$ cat src/rtl/sync_hunt_pkg.sv
// Package: shared types for the sync-character hunt receiver.
// Assumes: nothing beyond standard SystemVerilog.
package sync_hunt_pkg;

    // Receiver framing state
    typedef enum logic {
        ST_HUNT = 1'b0,
        ST_SYNC = 1'b1
    } rx_state_e;

endpackage

$ cat src/rtl/sync_match.sv
// Module: sync_match
// Shifts received bits LSB first into a window and reports a match with the
// sync pattern once at least WIDTH bits have arrived since the last restart.
// Assumes: bit_en marks valid bits; restart is a single-cycle command.
module sync_match #(
    parameter int WIDTH = 8
) (
    input  logic             clk,
    input  logic             rst_n,
    input  logic             bit_en,
    input  logic             bit_in,
    input  logic             restart,
    input  logic [WIDTH-1:0] pattern,
    output logic             match
);
    localparam int FILL_W = $clog2(WIDTH + 1);

    logic [WIDTH-1:0]  win_q;
    logic [WIDTH-1:0]  win_next;
    logic [FILL_W-1:0] fill_q;
    logic              full;

    // Next window: new bit enters at the top, oldest falls out of bit 0
    always_comb begin
        win_next = {bit_in, win_q[WIDTH-1:1]};
    end

    // Enough fresh bits for a full window including the current one
    always_comb begin
        full  = !restart && (fill_q >= FILL_W'(WIDTH - 1));
        match = bit_en && full && (win_next == pattern);
    end

    // Window register advances only on bit cycles
    always_ff @(posedge clk) begin
        if (!rst_n) begin
            win_q <= '0;
        end else if (bit_en) begin
            win_q <= win_next;
        end
    end

    // Count fresh bits since restart, saturating at WIDTH
    always_ff @(posedge clk) begin
        if (!rst_n) begin
            fill_q <= '0;
        end else if (restart) begin
            fill_q <= bit_en ? FILL_W'(1) : '0;
        end else if (bit_en && (fill_q != FILL_W'(WIDTH))) begin
            fill_q <= fill_q + FILL_W'(1);
        end
    end

endmodule

$ cat src/rtl/byte_packer.sv
// Module: byte_packer
// Packs received bits LSB first into WIDTH-bit words and strobes each
// completed word for one cycle.
// Assumes: clear is held while the receiver is not synchronized, so the
// first bit after clear drops is bit 0 of a word.
module byte_packer #(
    parameter int WIDTH = 8
) (
    input  logic             clk,
    input  logic             rst_n,
    input  logic             clear,
    input  logic             bit_en,
    input  logic             bit_in,
    output logic [WIDTH-1:0] word,
    output logic             word_valid
);
    localparam int CNT_W = $clog2(WIDTH);

    logic [WIDTH-1:0] acc_q;
    logic [WIDTH-1:0] acc_next;
    logic [CNT_W-1:0] cnt_q;
    logic             last_bit;

    // Shift the new bit in from the top
    always_comb begin
        acc_next = {bit_in, acc_q[WIDTH-1:1]};
        last_bit = (cnt_q == CNT_W'(WIDTH - 1));
    end

    // Accumulate, count bits and emit a word after every WIDTH bits
    always_ff @(posedge clk) begin
        if (!rst_n) begin
            acc_q      <= '0;
            cnt_q      <= '0;
            word       <= '0;
            word_valid <= 1'b0;
        end else if (clear) begin
            cnt_q      <= '0;
            word_valid <= 1'b0;
        end else begin
            word_valid <= 1'b0;
            if (bit_en) begin
                acc_q <= acc_next;
                if (last_bit) begin
                    cnt_q      <= '0;
                    word       <= acc_next;
                    word_valid <= 1'b1;
                end else begin
                    cnt_q <= cnt_q + CNT_W'(1);
                end
            end
        end
    end

endmodule

$ cat src/rtl/idle_detect.sv
// Module: idle_detect
// Reports an inactive line once more than RUN_LIMIT consecutive ones have
// been received; any zero clears the run and the status.
// Assumes: bit_en marks valid bits; with no bit_en nothing changes.
module idle_detect #(
    parameter int RUN_LIMIT = 7
) (
    input  logic clk,
    input  logic rst_n,
    input  logic bit_en,
    input  logic bit_in,
    output logic idle
);
    localparam int RUN_W = $clog2(RUN_LIMIT + 2);

    logic [RUN_W-1:0] run_q;

    // Count ones and raise idle when the run passes the limit
    always_ff @(posedge clk) begin
        if (!rst_n) begin
            run_q <= '0;
            idle  <= 1'b0;
        end else if (bit_en) begin
            if (!bit_in) begin
                run_q <= '0;
                idle  <= 1'b0;
            end else if (run_q == RUN_W'(RUN_LIMIT)) begin
                idle  <= 1'b1;
            end else begin
                run_q <= run_q + RUN_W'(1);
            end
        end
    end

endmodule

$ cat src/rtl/sync_hunt_rx.sv
// Module: sync_hunt_rx
// Top of the sync-character hunt receiver. Hunts for the sync character,
// holds the synchronized state, raises an optional sync interrupt and
// forwards packed bytes; reports a constant-high line separately.
// Assumes: bit_in is already recovered and qualified by bit_en.
module sync_hunt_rx #(
    parameter int CHAR_W    = 8,
    parameter int RUN_LIMIT = 7
) (
    input  logic              clk,
    input  logic              rst_n,
    input  logic              bit_en,
    input  logic              bit_in,
    input  logic              hunt_cmd,
    input  logic [CHAR_W-1:0] sync_char,
    input  logic              irq_en,
    output logic              synced,
    output logic              line_idle,
    output logic              sync_irq,
    output logic [CHAR_W-1:0] rx_byte,
    output logic              rx_valid
);
    import sync_hunt_pkg::*;

    rx_state_e state_q;
    logic      found;
    logic      pack_clear;

    sync_match #(.WIDTH(CHAR_W)) i_match (
        .clk     (clk),
        .rst_n   (rst_n),
        .bit_en  (bit_en),
        .bit_in  (bit_in),
        .restart (hunt_cmd),
        .pattern (sync_char),
        .match   (found)
    );

    // Packing runs only in sync and stops at once on a hunt command
    always_comb begin
        pack_clear = (state_q != ST_SYNC) || hunt_cmd;
    end

    byte_packer #(.WIDTH(CHAR_W)) i_pack (
        .clk        (clk),
        .rst_n      (rst_n),
        .clear      (pack_clear),
        .bit_en     (bit_en),
        .bit_in     (bit_in),
        .word       (rx_byte),
        .word_valid (rx_valid)
    );

    idle_detect #(.RUN_LIMIT(RUN_LIMIT)) i_idle (
        .clk    (clk),
        .rst_n  (rst_n),
        .bit_en (bit_en),
        .bit_in (bit_in),
        .idle   (line_idle)
    );

    // Hunt/sync state and the sync-found interrupt pulse
    always_ff @(posedge clk) begin
        if (!rst_n) begin
            state_q  <= ST_HUNT;
            sync_irq <= 1'b0;
        end else begin
            sync_irq <= 1'b0;
            if (hunt_cmd) begin
                state_q <= ST_HUNT;
            end else if ((state_q == ST_HUNT) && found) begin
                state_q  <= ST_SYNC;
                sync_irq <= irq_en;
            end
        end
    end

    // Status output
    always_comb begin
        synced = (state_q == ST_SYNC);
    end

endmodule

$ cat config.mk
export PLATFORM = sky130hd
export DESIGN_NAME = sync_hunt_rx
export DESIGN_NICKNAME = d
export VERILOG_FILES = /design/src/rtl/sync_hunt_pkg.sv /design/src/rtl/sync_match.sv /design/src/rtl/byte_packer.sv /design/src/rtl/idle_detect.sv /design/src/rtl/sync_hunt_rx.sv
export SDC_FILE = /design/constraint.sdc
export NUM_CORES = 1
export LEC_CHECK = 0
export ABC_AREA = 1
export BUFFER_PORTS_ARGS = -buffer_cell sky130_fd_sc_hd__buf_4
export CORE_MARGIN = 3
export CORE_UTILIZATION = 45
export DETAILED_ROUTE_END_ITERATION = 16
export PLACE_DENSITY = 0.79
export RECOVER_POWER = 50
export SLEW_MARGIN = 20
export SYNTH_ARGS = -nofsm -noshare
export SYNTH_HDL_FRONTEND = slang
export SYNTH_SLANG_ARGS = --single-unit
$ cat constraint.sdc
create_clock -name clk -period 1.2 [get_ports clk]
set_input_delay 0.24 -clock clk [delete_from_list [all_inputs] [get_ports clk]]
set_output_delay 0.24 -clock clk [all_outputs]
set_load 0.02 [all_outputs]
### Yosys cells after proc, flatten, opt, wreduce, memory -nomap -nowiden

Index checks and enable logic that the tools add are counted.

| storage, ports and cells | value |
|---|---|
| bits of input ports | 14 |
| bits in registers | 39 |
| output and inout port bits | 12 |
| logic and storage cells | 50 |

| operators by class | value |
|---|---|
| muxes and demuxes | 9 |
| $lt $le $gt $ge | 1 |
| add/sub/neg operators | 3 |
| bitwise operators | 5 |
| reductions and logical operators | 16 |
| equal/unequal tests | 6 |

Operators by type and width:

| cell | number |
|---|---|
| 4-bit two-way mux | 4 |
| 4-bit by 1-bit adder with 4-bit output, second input constant | 2 |
| 8-bit == test | 1 |
| 2-bit AND reduction | 3 |
| 3-bit OR reduction | 2 |
| 1-bit logical AND | 5 |
| 1-bit inverter | 5 |
| 4-bit by 3-bit == test with 1-bit output, second input constant | 1 |
| 4-bit by 3-bit greater-or-equal comparator with 1-bit output, second input constant | 1 |
| 1-bit two-way mux | 4 |
| 4-bit != test, second input constant | 1 |
| 2-bit OR reduction | 2 |
| 3-bit by 1-bit adder with 3-bit output, second input constant | 1 |
| 3-bit == test, second input constant | 1 |
| 3-bit two-way mux | 1 |
| 3-bit AND reduction | 1 |
| 2-bit by 1-bit != test with 1-bit output, second input constant | 1 |
| 2-bit != test, second input constant | 1 |
| 2-bit nonzero test | 1 |
| 1-bit zero test | 1 |
| 1-bit logical OR | 1 |

### Logic depth before layout (Yosys ltp)

Gate-level depths: netlist of the first run.

| logic depth | value |
|---|---|
| word-level depth | 7 |
| gate-level depth with buffers | 9 |
| mapped depth without buffers | 9 |

### By module

A second synthesis of the first run with hierarchy kept.

| second synthesis, totals | value |
|---|---|
| cells, all modules | 233 |
| area total of the unflattened synthesis | 1671.6 µm² |

Modules (own cells, without submodules):

| module | cells an instance | times used | area each (µm²) | seq. area each (µm²) |
|---|---|---|---|---|
| byte_packer | 94 | 1 | 705.7 | 380.4 |
| sync_match | 91 | 1 | 628.1 | 220.2 |
| idle_detect | 38 | 1 | 266.5 | 100.1 |
| sync_hunt_rx | 10 | 1 | 71.3 | 40.0 |

### Least setup slack after synthesis of the first run

Ideal clock, no wire load.

| timing | value |
|---|---|
| path kind | register to register |
| start | reg i_pack.cnt_q[0] |
| end | reg i_pack.word[2] |
| cell stages (with the launch flop) | 8 |
| data arrival time | 1.062 ns |
| buffers on the path | 1 |
| library setup time | 0.112 ns |
| slack | 0.026 ns |
| clock period less this slack | 1.174 ns |
| required time | 1.088 ns |
| cell sequence | dfxtp_1 -> ha_1 -> ha_1 -> buf_2 -> nand2_4 -> nor2_2 -> nand2_1 -> nand2_1 |

| between the ends | value |
|---|---|
| cells in the longest elaborated chain, start to end | 2 |

RTL lines:

| element | RTL line | text |
|---|---|---|
| start: declaration | byte_packer.sv:21 | `logic [CNT_W-1:0] cnt_q;` |
| start signal: assignment | byte_packer.sv:49 | `cnt_q <= cnt_q + CNT_W'(1);` |
| 3-bit == test | byte_packer.sv:27 | `last_bit = (cnt_q == CNT_W'(WIDTH - 1));` |
| via i_pack.last_bit | byte_packer.sv:22 | `logic last_bit;` |
| 3-bit AND reduction (no line) | n/a |  |
| end signal: assignment | byte_packer.sv:46 | `word <= acc_next;` |
| end: declaration | byte_packer.sv:14 | `output logic [WIDTH-1:0] word,` |

The timed path passes the listed nets, and every way through them passes these cells.
A chain may end at the register's enable or synchronous reset.

### Worst setup path after layout of the first run

| timing | value |
|---|---|
| start | reg state_q, in the netlist synced |
| end | out synced |

RTL lines:

| element | RTL line | text |
|---|---|---|
| start: declaration | sync_hunt_rx.sv:25 | `rx_state_e state_q;` |
| start signal: assignment | sync_hunt_rx.sv:65 | `state_q <= ST_HUNT;` |
| start signal: assignment | sync_hunt_rx.sv:70 | `state_q <= ST_HUNT;` |
| start signal: assignment | sync_hunt_rx.sv:72 | `state_q <= ST_SYNC;` |
| end: declaration | sync_hunt_rx.sv:17 | `output logic synced,` |

No word-level cell between the ends.

==> results.md, run 1 <==
* R2R Path Start: i_match.fill_q[1]
* Worst rel slew slack at 0.848
* Maximum fanout along the worst path at 4
* Starting density of the core at 0.478
* Rows at 21
* First-pass DRT Iterations at 6
* DRT iter0 DRCs at 32
* CTS buffer count at 5
* Setup TNS at 0 ns
* Setup Viol. Count Final at 0
* Gr usage total at 0.165
* Setup Crit Path Kind: reg -> out
* Crit path from: synced
* Fin Hold WS at 0.122 ns
* Setup crit start kind: flop
* Post-route ant nets at 0
* Vias in the first global route at 1325
* Critical Path RT at 0.96 ns
* I/O Pins at 26
* Die Span Y at 66.2 um
* Worst Setup End Kind: primary output
* Die Wd at 66.2 um
* Hold Fails Final Rpt at 0
* Vias post-DR at 1498
* Setup WS post-layout at 0.0569 ns
* CTS tree: built
* # diodes at 0
* Pleak at 0.000918 uW
* Worst hold start: irq_en
* Crit path max-delay cell type: dfxtp_2
* Clk_lat worst skew at 0.34 ns
* Via density at 4.77
* Min Tclk post-route at 1.14 ns
* Post-CTS Setup Inserts at 0
* Core footprint at 3420 sq um
* Period utilization at 0.953
* Synthesis-stage register bit count at 37
* Maximum root-to-sink buffer count at 2
* Max VDD drop at 718 uV
* P&R area growth vs syn at 26.8%
* Hold Path Class: in -> reg
* Port Buffer Count at 25
* Setup WS pre-CTS at -0.0731 ns
* Count of non-filler cells in the finished layout at 314
* # DRC at 0
* R2R setup slack at 0.06 ns
* Final wirelength at 3330 um
* Gp weighted congestion at 0.780
* Synth warnings at 0
* Syn avg cell area at 7.09 sq um
* Placed insts at 306
* Largest net degree at the start of global routing at 16
* Final slew viol count at 0
* CTS Root Cell: clkbuf_4
* Fmax at 875 MHz
* Clock-pin transition on the worst setup and hold timing paths at 0.11 ns
* DIE AREA at 4380 sq um
* Post-synthesis cell count at 230
* Max Cap Violations at 0
* Initial antenna violation count at 0
* CTS HTree Levels at 2
* Bufs and invs on worst path at 1
* Nets@finish at 286
* Cell family with most CP delay: flip-flops
* # clock sinks at 37
* Hpwl dp at 2460 um
* Layout cells sized above 1 at 0.269
* Sequential element share of the synthesized area at 0.454
* Worst path max stage delay at 0.40 ns
* Net count after synthesis at 249
* Filler cells at 323
* Distinct cells, synth at 21
* Grt ovf at 0
* Post-Syn Area at 1630 sq um
* Least-Margin Pin Slew at 0.226 ns
* Final core utilization at 0.605
* Status: complete, no violations
* P per Cell Area at 1070 nW/um^2
* Critical path cell sequence: buf_4
* CP Data Arrival Time at 0.90 ns
* DR WL/cell at 10.6 um
* Global-route wire length before repair at 5580 um
* Final Skew at 0.0123 ns
report_power, final:
part           leakage (uW)  internal (uW)  total [uW]  switching [uW]
clock             0.0000413            339         739             399
combinational      0.000574           95.1         213             117
sequential         0.000303           1250        1260            13.8
total              0.000918           1690        2220             530
sequential cells by signal, summed over array words and instances, names as in the netlist:
| name | count |
|---|---|
| i_idle.idle | 1 |
| i_pack.word_valid | 1 |
| sync_irq | 1 |
| i_match.fill_q | 4 |
| i_match.win_q | 7 |
| i_idle.run_q | 4 |
| synced | 1 |
| i_pack.acc_q | 7 |
| i_pack.cnt_q | 3 |
| i_pack.word | 8 |
synth_stat cells:
cell | instances | area (sq um)
clkbuf_1 | 4 | 15.0
nand2_4 | 2 | 22.5
nand3_1 | 17 | 85.1
clkinv_2 | 1 | 5.00
dfxtp_1 | 37 | 741
nor2_2 | 1 | 6.26
inv_1 | 27 | 101
nand3b_1 | 1 | 7.51
buf_2 | 1 | 5.00
or2_2 | 1 | 6.26
o21ai_0 | 12 | 60.1
inv_2 | 1 | 3.75
a21oi_1 | 31 | 155
nand2_1 | 69 | 259
clkinv_1 | 1 | 3.75
nor2_4 | 1 | 11.3
ha_1 | 5 | 62.6
buf_6 | 1 | 11.3
nor3_1 | 3 | 15.0
nor2_1 | 13 | 48.8
nand4_1 | 1 | 6.26
cells in the final DEF, fill, tap and decap left out, types with 2 or more instances in the layout:
| cell | instances |
|---|---|
| clkbuf_4 | 5 |
| clkinv_2 | 2 |
| nor2_4 | 3 |
| buf_4 | 36 |
| nand3_1 | 15 |
| dfxtp_2 | 6 |
| clkbuf_8 | 2 |
| ha_2 | 3 |
| a21oi_1 | 30 |
| nand2_4 | 2 |
| o21ai_0 | 10 |
| inv_2 | 3 |
| dfxtp_1 | 31 |
| nand2_1 | 65 |
| inv_1 | 25 |
| nor2_1 | 12 |
| nor3_1 | 3 |
| nand3_2 | 2 |
| nand2_2 | 4 |
final timing paths:
check,to,cells past startpoint
min reg2reg,i_idle.idle,2
min,sync_irq,3
max,synced,1
max reg2reg,i_match.fill_q[0],8
layer usage:
metal  vias up  global-route usage  wire length [um]
met5         -                   0                 0
met4         0              0.0914                74
met3         8              0.0357               138
met2        24               0.261              1550
met1       662               0.207              1570
li1        804                   -                 -
logic make-up after synthesis:
family,after synthesis,synth area share
simple gates,109,0.287
fa+ha+maj,5,0.0383
compound gates,43,0.132
buf+inv,36,0.0889
flops,37,0.454
repair_timing:
| action | CTS | global route |
|---|---|---|
| resized for setup | 7 | 20 |
| pin swaps | 0 | 6 |
| endpoints found under the setup margin | 14 | 14 |
| hold buffers | 0 | 0 |
through the flow:
| step | area [sq um] | total power [uW] |
|---|---|---|
| floorplan | 1630 | 1400 |
| global placement | 1930 | 1490 |
| detailed placement | 1930 | 1490 |
| CTS | 2020 | 2220 |
| global route | 2070 | 2310 |
| finish | 2070 | 2220 |
area by class of cell:
| class | count | area (sq um) | share of cell area |
|---|---|---|---|
| well taps | 46 | 57.6 | 0.0278 |
| clock inverters | 1 | 5.00 | 0.00242 |
| clock buffers | 7 | 65.1 | 0.0315 |
| flip-flops and latches | 37 | 748 | 0.362 |
| inverters | 30 | 114 | 0.0551 |
| multi-input cells | 157 | 808 | 0.391 |
| repair buffers | 36 | 270 | 0.131 |
Power figures use the tool's default switching activity.
==> run 2, diff against run 1 <==
PLACE_DENSITY = 0.78   (was 0.79)
==> run 2 against run 1 <==
Clock skew fell by 0.0045 ns. First-iteration DRC count rose by 59%. Die area did not move. Wire length rose by 6.4%. Sequential cell count did not move. Critical path depth rose by 4. Clock-buffer cell count fell by 1. Combinational power rose by 2%. Fmax fell by 2.2%. Sequential share of layout area fell by 0.68 points. Design area rose by 1.8%. Critical path type is now reg -> reg. Highest routed layer unchanged.
==> results.md, run 2 (same netlist as run 1, synthesis figures left out) <==
* Status: complete, no violations
* Setup Crit Path Kind: reg -> reg
* Vias in the first global route at 1423
* # DRC at 0
* Worst Setup End Kind: flop
* Worst rel slew slack at 0.833
* Final core utilization at 0.616
* CTS Hold Buffers Added at 0
* Hpwl dp at 2570 um
* Period utilization at 0.974
* Final wirelength at 3540 um
* Post-route ant nets at 0
* Critical Path RT at 1.48 ns
* Maximum root-to-sink buffer count at 2
* CP Data Arrival Time at 1.45 ns
* Max Cap Violations at 0
* Fmax at 856 MHz
* # clock sinks at 37
* Most frequent cells in the layout: nand2_1, buf_4, dfxtp_1, a21oi_1, inv_1
* Starting density of the core at 0.478
* Core footprint at 3420 sq um
* Initial antenna violation count at 0
* DR WL/cell at 11.2 um
* Rows at 21
* P&R area growth vs syn at 29.0%
* Die Span Y at 66.2 um
* Vias post-DR at 1514
* Maximum fanout along the worst path at 8
* Count of non-filler cells in the finished layout at 316
* Setup Viol. Count Final at 0
* Most common cell after layout, fill and taps aside: nand2_1
* Via density at 4.79
* P per Cell Area at 993 nW/um^2
* Largest register FFs at 8
* Placed insts at 305
* Register name with the most flops: i_pack.word
* Layout cells sized above 1 at 0.270
* CTS Root Cell: clkbuf_4
* Setup crit start kind: flop
* CTS buffer count at 5
* Nets@finish at 288
* CTS tree: built
* CTS HTree Levels at 2
* Hold Fails Final Rpt at 0
* Grt ovf at 0
* Min Tclk post-route at 1.17 ns
* # diodes at 0
* Gr usage total at 0.177
* Pleak at 0.000907 uW
* Hold Path Class: in -> reg
* Dpl cell area at 1930 sq um
* Global-route wire length before repair at 5880 um
* Design area at 2100 sq um
* First-pass DRT Iterations at 4
* DRT iter0 DRCs at 51
* Largest net degree at the start of global routing at 25
* Final slew viol count at 0
* Least-Margin Pin Slew at 0.250 ns
* Unrepaired setup endpoints after global routing: true
* Filler cells at 317
* Setup TNS at 0 ns
* Die Wd at 66.2 um
* Max VDD drop at 758 uV
* Largest registers: i_pack.word (8), i_match.win_q (7), i_pack.acc_q (7)
* Clock-pin transition on the worst setup and hold timing paths at 0.10 ns
* DIE AREA at 4380 sq um
* Clk_lat worst skew at 0.34 ns
* Final Skew at 0.00780 ns
* I/O Pins at 26
* Gp weighted congestion at 0.758
* Port Buffer Count at 25
[run 2: path summary, 6_finish.rpt]
kind	startpoint	to	slack, ns	cells after the start
max	i_pack.cnt_q[0]	i_pack.cnt_q[0]	0.03	5
min	irq_en	sync_irq	0.14	3
max reg2reg	i_pack.cnt_q[0]	i_pack.cnt_q[0]	0.03	5
min reg2reg	i_idle.idle	i_idle.idle	0.46	2
[run 2: routing by layer]
metal	vias up	GRT usage	part of all wire
met1	672	0.196	0.43
li1	812	-	-
met4	0	0.0888	0.017
met5	-	0	0
met3	4	0.0663	0.054
met2	26	0.295	0.50
[run 2: stage by stage]
step | setup slack (ns) | hold slack, ns | power, uW
final | 0.0317 | 0.138 | 2090
after global routing | -0.0346 | 0.112 | 2210
after CTS | 0.000844 | 0.112 | 2100
after detailed placement | -0.0700 | 0.452 | 1490
after global placement | -0.0166 | 0.442 | 1490
after floorplan | 0.0256 | 0.359 | 1400
[run 2: cell type report]
cell class	instances	area, sq um	area share
Multi-Input combinational cell	157	837	0.398
Timing Repair Buffer	38	298	0.141
Sequential cell	37	747	0.355
Inverter	30	114	0.0541
Clock buffer	6	41.3	0.0196
Clock inverter	2	10.0	0.00476
Tap cell	46	57.6	0.0273
[run 2: repair_timing]
action | in CTS | in global routing
setup buffers | 1 | 2
gates resized for setup | 9 | 20
cloned | 0 | 0
endpoints found under the setup margin | 16 | 17
pin swaps | 3 | 2
[run 2: power by group]
group / internal [uW] / leakage, uW / switching [uW] / total (uW)
combinational: 98.0 / 0.000573 / 119 / 217
sequential: 1250 / 0.000302 / 15.0 / 1270
clock: 223 / 0.0000320 / 385 / 608
total: 1570 / 0.000907 / 519 / 2090
[run 2: worst max-delay path: stages, from the launching register on]
cell     delay, ns
dfxtp_1       0.33
ha_1          0.22
ha_4          0.21
nor3_1        0.19
a21oi_1       0.06
nor2_1        0.09
